$ cat src/rtl/mcc_pkg.sv
package mcc_pkg;

    localparam logic [5:0] OP_RTYPE = 6'b000000;
    localparam logic [5:0] OP_ORI   = 6'b001101;
    localparam logic [5:0] OP_LW    = 6'b100011;
    localparam logic [5:0] OP_SW    = 6'b101011;
    localparam logic [5:0] OP_BEQ   = 6'b000100;
    localparam logic [5:0] OP_J     = 6'b000010;

    localparam logic [5:0] FN_ADD   = 6'b100000;
    localparam logic [5:0] FN_SUB   = 6'b100010;

    typedef enum logic [1:0] {
        ALU_ADD = 2'b00,
        ALU_SUB = 2'b01,
        ALU_OR  = 2'b10
    } alu_op_e;

    typedef struct packed {
        logic    reg_we;     // write register file
        logic    dst_is_rd;  // destination rd (1) or rt (0)
        logic    src_imm;    // ALU operand B from extended immediate
        logic    imm_signed; // sign (1) or zero (0) extension
        logic    load_sel;   // writeback from data memory
        logic    mem_we;     // store
        logic    is_branch;  // conditional on equal
        logic    is_jump;    // absolute jump
        alu_op_e alu_op;
    } ctrl_t;

endpackage

$ cat src/rtl/mcc_decode.sv
module mcc_decode
    import mcc_pkg::*;
(
    input  logic [5:0] op_i,
    input  logic [5:0] funct_i,
    output ctrl_t      ctrl_o
);

    always_comb begin
        ctrl_o = '0;
        ctrl_o.alu_op = ALU_ADD;
        unique case (op_i)
            OP_RTYPE: begin
                ctrl_o.dst_is_rd = 1'b1;
                if (funct_i == FN_ADD) begin
                    ctrl_o.reg_we = 1'b1;
                    ctrl_o.alu_op = ALU_ADD;
                end else if (funct_i == FN_SUB) begin
                    ctrl_o.reg_we = 1'b1;
                    ctrl_o.alu_op = ALU_SUB;
                end
            end
            OP_ORI: begin
                ctrl_o.reg_we  = 1'b1;
                ctrl_o.src_imm = 1'b1;
                ctrl_o.alu_op  = ALU_OR;
            end
            OP_LW: begin
                ctrl_o.reg_we     = 1'b1;
                ctrl_o.src_imm    = 1'b1;
                ctrl_o.imm_signed = 1'b1;
                ctrl_o.load_sel   = 1'b1;
            end
            OP_SW: begin
                ctrl_o.src_imm    = 1'b1;
                ctrl_o.imm_signed = 1'b1;
                ctrl_o.mem_we     = 1'b1;
            end
            OP_BEQ: begin
                ctrl_o.is_branch = 1'b1;
                ctrl_o.alu_op    = ALU_SUB;
            end
            OP_J: begin
                ctrl_o.is_jump = 1'b1;
            end
            default: ;
        endcase
    end

endmodule

$ cat src/rtl/mcc_alu.sv
module mcc_alu
    import mcc_pkg::*;
#(
    parameter int unsigned XLEN = 32
) (
    input  logic [XLEN-1:0] a_i,
    input  logic [XLEN-1:0] b_i,
    input  alu_op_e         op_i,
    output logic [XLEN-1:0] y_o,
    output logic            zero_o
);

    always_comb begin
        unique case (op_i)
            ALU_SUB: y_o = a_i - b_i;
            ALU_OR:  y_o = a_i | b_i;
            default: y_o = a_i + b_i;
        endcase
        zero_o = (y_o == '0);
    end

endmodule

$ cat src/rtl/mcc_regfile.sv
module mcc_regfile #(
    parameter int unsigned XLEN  = 32,
    parameter int unsigned NREGS = 32,
    localparam int unsigned AW   = $clog2(NREGS)
) (
    input  logic            clk,
    input  logic            rst,
    input  logic [AW-1:0]   ra_addr_i,
    input  logic [AW-1:0]   rb_addr_i,
    input  logic            we_i,
    input  logic [AW-1:0]   w_addr_i,
    input  logic [XLEN-1:0] w_data_i,
    output logic [XLEN-1:0] ra_data_o,
    output logic [XLEN-1:0] rb_data_o
);

    logic [XLEN-1:0] regs_d [NREGS];
    logic [XLEN-1:0] regs_q [NREGS];

    always_comb begin
        for (int i = 0; i < NREGS; i++) begin
            regs_d[i] = rst ? '0 : regs_q[i];
        end
        if (!rst && we_i && (w_addr_i != '0)) begin
            regs_d[w_addr_i] = w_data_i;
        end
        regs_d[0] = '0;
    end

    always_ff @(posedge clk) begin
        regs_q <= regs_d;
    end

    assign ra_data_o = (ra_addr_i == '0) ? '0 : regs_q[ra_addr_i];
    assign rb_data_o = (rb_addr_i == '0) ? '0 : regs_q[rb_addr_i];

endmodule

$ cat src/rtl/mcc_core.sv
module mcc_core
    import mcc_pkg::*;
#(
    parameter int unsigned XLEN  = 32,
    parameter int unsigned NREGS = 32
) (
    input  logic            clk,
    input  logic            rst,
    output logic [XLEN-1:0] imem_addr_o,
    input  logic [XLEN-1:0] imem_data_i,
    output logic [XLEN-1:0] dmem_addr_o,
    output logic [XLEN-1:0] dmem_wdata_o,
    output logic            dmem_we_o,
    input  logic [XLEN-1:0] dmem_rdata_i
);

    localparam int unsigned AW     = $clog2(NREGS);
    localparam int unsigned IMM_W  = 16;
    localparam int unsigned TGT_W  = 26;
    localparam int unsigned PC_HI  = XLEN - TGT_W - 2;

    typedef struct packed {
        logic [XLEN-1:0] pc;
    } core_state_t;

    core_state_t st_d, st_q;

    // instruction fields
    logic [5:0]       op;
    logic [5:0]       funct;
    logic [AW-1:0]    rs_idx, rt_idx, rd_idx;
    logic [IMM_W-1:0] imm;
    logic [TGT_W-1:0] target;

    assign op     = imem_data_i[31:26];
    assign rs_idx = imem_data_i[21 +: AW];
    assign rt_idx = imem_data_i[16 +: AW];
    assign rd_idx = imem_data_i[11 +: AW];
    assign funct  = imem_data_i[5:0];
    assign imm    = imem_data_i[IMM_W-1:0];
    assign target = imem_data_i[TGT_W-1:0];

    ctrl_t           ctrl;
    logic [XLEN-1:0] rs_val, rt_val;
    logic [XLEN-1:0] imm_ext, imm_sext;
    logic [XLEN-1:0] alu_b, alu_y;
    logic            alu_zero;
    logic [XLEN-1:0] wb_data;
    logic [AW-1:0]   wb_addr;

    mcc_decode u_decode (
        .op_i    (op),
        .funct_i (funct),
        .ctrl_o  (ctrl)
    );

    mcc_regfile #(
        .XLEN  (XLEN),
        .NREGS (NREGS)
    ) u_regfile (
        .clk       (clk),
        .rst       (rst),
        .ra_addr_i (rs_idx),
        .rb_addr_i (rt_idx),
        .we_i      (ctrl.reg_we),
        .w_addr_i  (wb_addr),
        .w_data_i  (wb_data),
        .ra_data_o (rs_val),
        .rb_data_o (rt_val)
    );

    mcc_alu #(
        .XLEN (XLEN)
    ) u_alu (
        .a_i    (rs_val),
        .b_i    (alu_b),
        .op_i   (ctrl.alu_op),
        .y_o    (alu_y),
        .zero_o (alu_zero)
    );

    // extender, operand and writeback selection
    always_comb begin
        imm_sext = {{(XLEN-IMM_W){imm[IMM_W-1]}}, imm};
        imm_ext  = ctrl.imm_signed ? imm_sext : {{(XLEN-IMM_W){1'b0}}, imm};
        alu_b    = ctrl.src_imm ? imm_ext : rt_val;
        wb_data  = ctrl.load_sel ? dmem_rdata_i : alu_y;
        wb_addr  = ctrl.dst_is_rd ? rd_idx : rt_idx;
    end

    // next program counter
    logic [XLEN-1:0] pc_seq, pc_branch, pc_jump;

    always_comb begin
        pc_seq    = st_q.pc + XLEN'(4);
        pc_branch = pc_seq + {imm_sext[XLEN-3:0], 2'b00};
        pc_jump   = {pc_seq[XLEN-1 -: PC_HI], target, 2'b00};

        st_d = st_q;
        if (rst) begin
            st_d.pc = '0;
        end else if (ctrl.is_jump) begin
            st_d.pc = pc_jump;
        end else if (ctrl.is_branch && alu_zero) begin
            st_d.pc = pc_branch;
        end else begin
            st_d.pc = pc_seq;
        end
    end

    always_ff @(posedge clk) begin
        st_q <= st_d;
    end

    assign imem_addr_o  = st_q.pc;
    assign dmem_addr_o  = alu_y;
    assign dmem_wdata_o = rt_val;
    assign dmem_we_o    = ctrl.mem_we;

endmodule

$ cat config.mk
export PLATFORM = sky130hd
export DESIGN_NAME = mcc_core
export DESIGN_NICKNAME = d
export VERILOG_FILES = /design/src/rtl/mcc_pkg.sv /design/src/rtl/mcc_decode.sv /design/src/rtl/mcc_alu.sv /design/src/rtl/mcc_regfile.sv /design/src/rtl/mcc_core.sv
export SDC_FILE = /design/constraint.sdc
export NUM_CORES = 2
export LEC_CHECK = 0
export CAP_MARGIN = 20
export CELL_PAD_IN_SITES_DETAIL_PLACEMENT = 1
export CELL_PAD_IN_SITES_GLOBAL_PLACEMENT = 2
export CORE_MARGIN = 5
export CORE_UTILIZATION = 30
export DETAILED_ROUTE_END_ITERATION = 16
export DONT_BUFFER_PORTS = 1
export PLACE_DENSITY_LB_ADDON = 0.2
export SLEW_MARGIN = 20
export SYNTH_ARGS = -nofsm -noshare
export SYNTH_HDL_FRONTEND = slang
export SYNTH_HIERARCHICAL = 1
export SYNTH_SLANG_ARGS = --single-unit
$ cat constraint.sdc
create_clock -name clk -period 14.6 [get_ports clk]
set_input_delay 2.19 -clock clk [delete_from_list [all_inputs] [get_ports clk]]
set_output_delay 2.19 -clock clk [all_outputs]
set_load 0.005 [all_outputs]
==> reports/metrics.yaml <==
tightest_slew_ns: 2.08
synth-xor-area-share: 0.0151
routed-via-count: 52700
drt_pass1_iterations: 7
reg2reg_to: "imem_addr_o[31]"
clock_latency_ns: 0.80
core_sq_um: 200000
cp_cell_sequence: "nor2b_4, buf_4, a22oi_1, a21oi_1, nor4_1, buf_4, mux2_2, nor4_1, nand3_1, nor3b_2, and2_1, a21oi_1, xnor2_1, ha_1, nand2_1, nor2_1, a211oi_1, o21ai_0, a211o_1, a21oi_1, xnor2_1, a21oi_2"
status: "complete, but fails checks"
cp_max_fo: 358
synth.most_common_cell: "nand2_1"
period_minus_slack_ns: 11.80
synth_edf_count: 0
critPathArrivalTime_ns: 9.61
cts-buffers-inserted: 132
path_class: "input port to primary output"
worst_slack_ns: 2.80
syn2layout_area_growth_pct: 9.20
die_area_sq_um: 211000
failed_checks: "slew limit"
synth-seq-area-share: 0.338
hpwl_mm: 153
drt_iter0_drc: 3755
grt_pass1_wl_mm: 374
synth_top_area_share: 0.338
routed_via_density: 5.50
wire_per_inst_microns: 26.8
hold_depth: 2
min_from: "u_regfile/regs_q[827]"
synthSimpleGateAreaFrac: 0.223
slew_viol_final: 493
power_mw: 7.37
cellPowerDensity_nw_per_um2: 112
maxCapViolations: 0
synth_top_family_by_area: "simple AND/OR/NAND/NOR gates"
synthArstFlopShare: 0
synthFlopType: "dfxtp_1"
fin_area_sq_um: 66000
yosysUniqueCellTypes: 97
totalWireLength_mm: 257
place_congestion: 0.864
clk_pin_slew_worst_paths_ns: 0.06
finalSetupTns_ns: 0
dpl_cell_area_sq_um: 61500
grt_pass1_vias: 53400
max_freq_mhz: 84.7
cp.buffers_inverters: 2
r2r_slack_ns: 5.87
synth_area_per_cell_sq_um: 8.30
synth_area_sq_um: 60500
drc: 0
synthTopCellsByArea: "dfxtp_1 34%, mux2i_1 11%, nand2b_1 10%, o21ai_0 8.9%, nand2_1 6.8%"
reg2reg_from: "u_regfile/regs_q[548]"
critPathMostFrequentCell: "a21oi_1"
start_kind: "input port"
ys_ff_latch: 1022
numClockSinks: 1022
post_cts_buffers: 0
cpPeakStageDelay_ns: 0.90
synthAdderAreaFrac: 0.0151
drtAntennaViolNets: 0
track_usage: 0.235
synth_compound_area_frac: 0.176
num_io_pins: 163
die_w_microns: 459
cts_tree: "built"
worstHoldEndpoint: "u_regfile/regs_q[827]"
grt_start_max_net_pins: 1029
drive_above_1_share: 0.0929
cp.required_ns: 12.41
cts_root_buffer: "clkbuf_16"
pre_cts_slack_ns: 3.21
netlist_top_cells_count: "1088 x nand2_1, 1070 x o21ai_0, 1022 x dfxtp_1"
ctsResizeCount: 0
yosys.area.top_type: "dfxtp_1"
holdBufCountCts: 0
initial_utilization: 0.302
rows: 164
crit_path_end_kind: "primary output"
peakVddDrop_mv: 0.141
hp-class: "flip-flop to flip-flop"
io_buffer_count: 0
setup_violations: 0
slew_headroom: -0.387
max-clock-path-buffers: 3
cp_slowest_cell: "nor4_1"
htreeDepth: 4
skew_ns: 0.0432
fin_util: 0.330
leakage_nw: 22.6
hold_violations: 0
min_period_over_period: 0.808
rsz0062_at_grt: "false"
muxShareOfSynthArea: 0.176
rr_worst_depth: 29
gr-total-overflow: 0
die_h_microns: 459
synthCells: 7285
yosys_warnings: 6
nets: 6953
path_delay_family: "simple AND/OR/NAND/NOR gates"
antenna_found_initial: 12
==> metrics by stage <==
step / instances / hold slack, ns
finish: 9582 / 0.482
global placement: 9333 / 0.468
CTS: 9570 / 0.488
floorplan: 7286 / 0.452
global route: 9578 / 0.507
detailed placement: 9333 / 0.477
==> report_power, final <==
group          switching (mW)  leakage (nW)  total [mW]  internal [mW]
Sequential            0.00569          8.23        2.80           2.79
Clock                    1.36          2.14        3.34           1.98
Combinational           0.924          12.3        1.23          0.309
Total                    2.29          22.6        7.37           5.08
==> layer usage <==
layer,share of wire,vias up,track usage
li1,-,24600,-
met1,0.48,26600,0.322
met2,0.45,1132,0.386
met3,0.050,300,0.0374
met4,0.023,4,0.0597
met5,0.00013,-,0
==> registers in the layout, summed over array words and instances, names as in the netlist <==
signal	cells
imem_addr_o	30
u_regfile/regs_q	992
==> tightest hold or removal path, stage by stage, from the launching register on <==
cell and delay (ns):
dfxtp_1 0.32, nand2b_1 0.07, o21ai_1 0.05
==> area by class of cell <==
class | count | area [sq um]
tap | 2656 | 3320
antenna | 8 | 20.0
inverter | 49 | 184
timing repair buffer | 90 | 756
fill | 23200 | 134000
clock buffer | 203 | 3930
clock inverter | 34 | 420
sequential | 1022 | 20500
multi-input combinational | 5520 | 36900
==> worst max path at each step <==
stage / from / endpoint / slack, ns / depth (start not counted)
after floorplan: imem_data_i[17] / dmem_addr_o[31] / 5.29 / 25
after global placement: imem_data_i[16] / imem_addr_o[31] / 3.32 / 29
after detailed placement: imem_data_i[16] / imem_addr_o[31] / 3.21 / 29
after CTS: imem_data_i[16] / dmem_addr_o[31] / 3.31 / 22
after global routing: imem_data_i[16] / dmem_addr_o[31] / 2.94 / 22
final: imem_data_i[16] / dmem_addr_o[31] / 2.80 / 22
==> cells in the final DEF, fill, tap and decap left out, drive strengths merged, types with 10 or more instances in the layout <==
master  netlist  layout
a211oi       47      47
a21o         21      21
a21oi       142     142
a221o        65      65
a22o         31      31
a22oi        65      65
a31oi        38      38
and2         14      14
and3         15      15
buf         260      90
clkbuf      435     203
clkinv        0      21
dfxtp      1022    1022
ha           70      70
inv          49      55
mux2        117     117
mux2i       643     643
mux4        129     129
nand2      1089    1089
nand2b     1005    1005
nand3        28      28
nand4        19      19
nor2         98      98
nor2b        51      51
nor3        205     205
nor4         44      44
o211ai       14      14
o21a         10      10
o21ai      1081    1081
o22ai       256     256
o31ai        11      11
xnor2        73      73
xor2         31      31
==> kinds of logic (layout without fill, tap and decap cells) <==
family / count (synthesis) / after routing
buf+inv: 744 / 376
simple gates: 2623 / 2623
fa+ha+maj: 72 / 72
compound gates: 1830 / 1830
flops: 1022 / 1022
other cells: 1 / 10
mux: 889 / 889
xor+xnor: 104 / 104
Note: power is estimated with default switching activity, not from simulation.
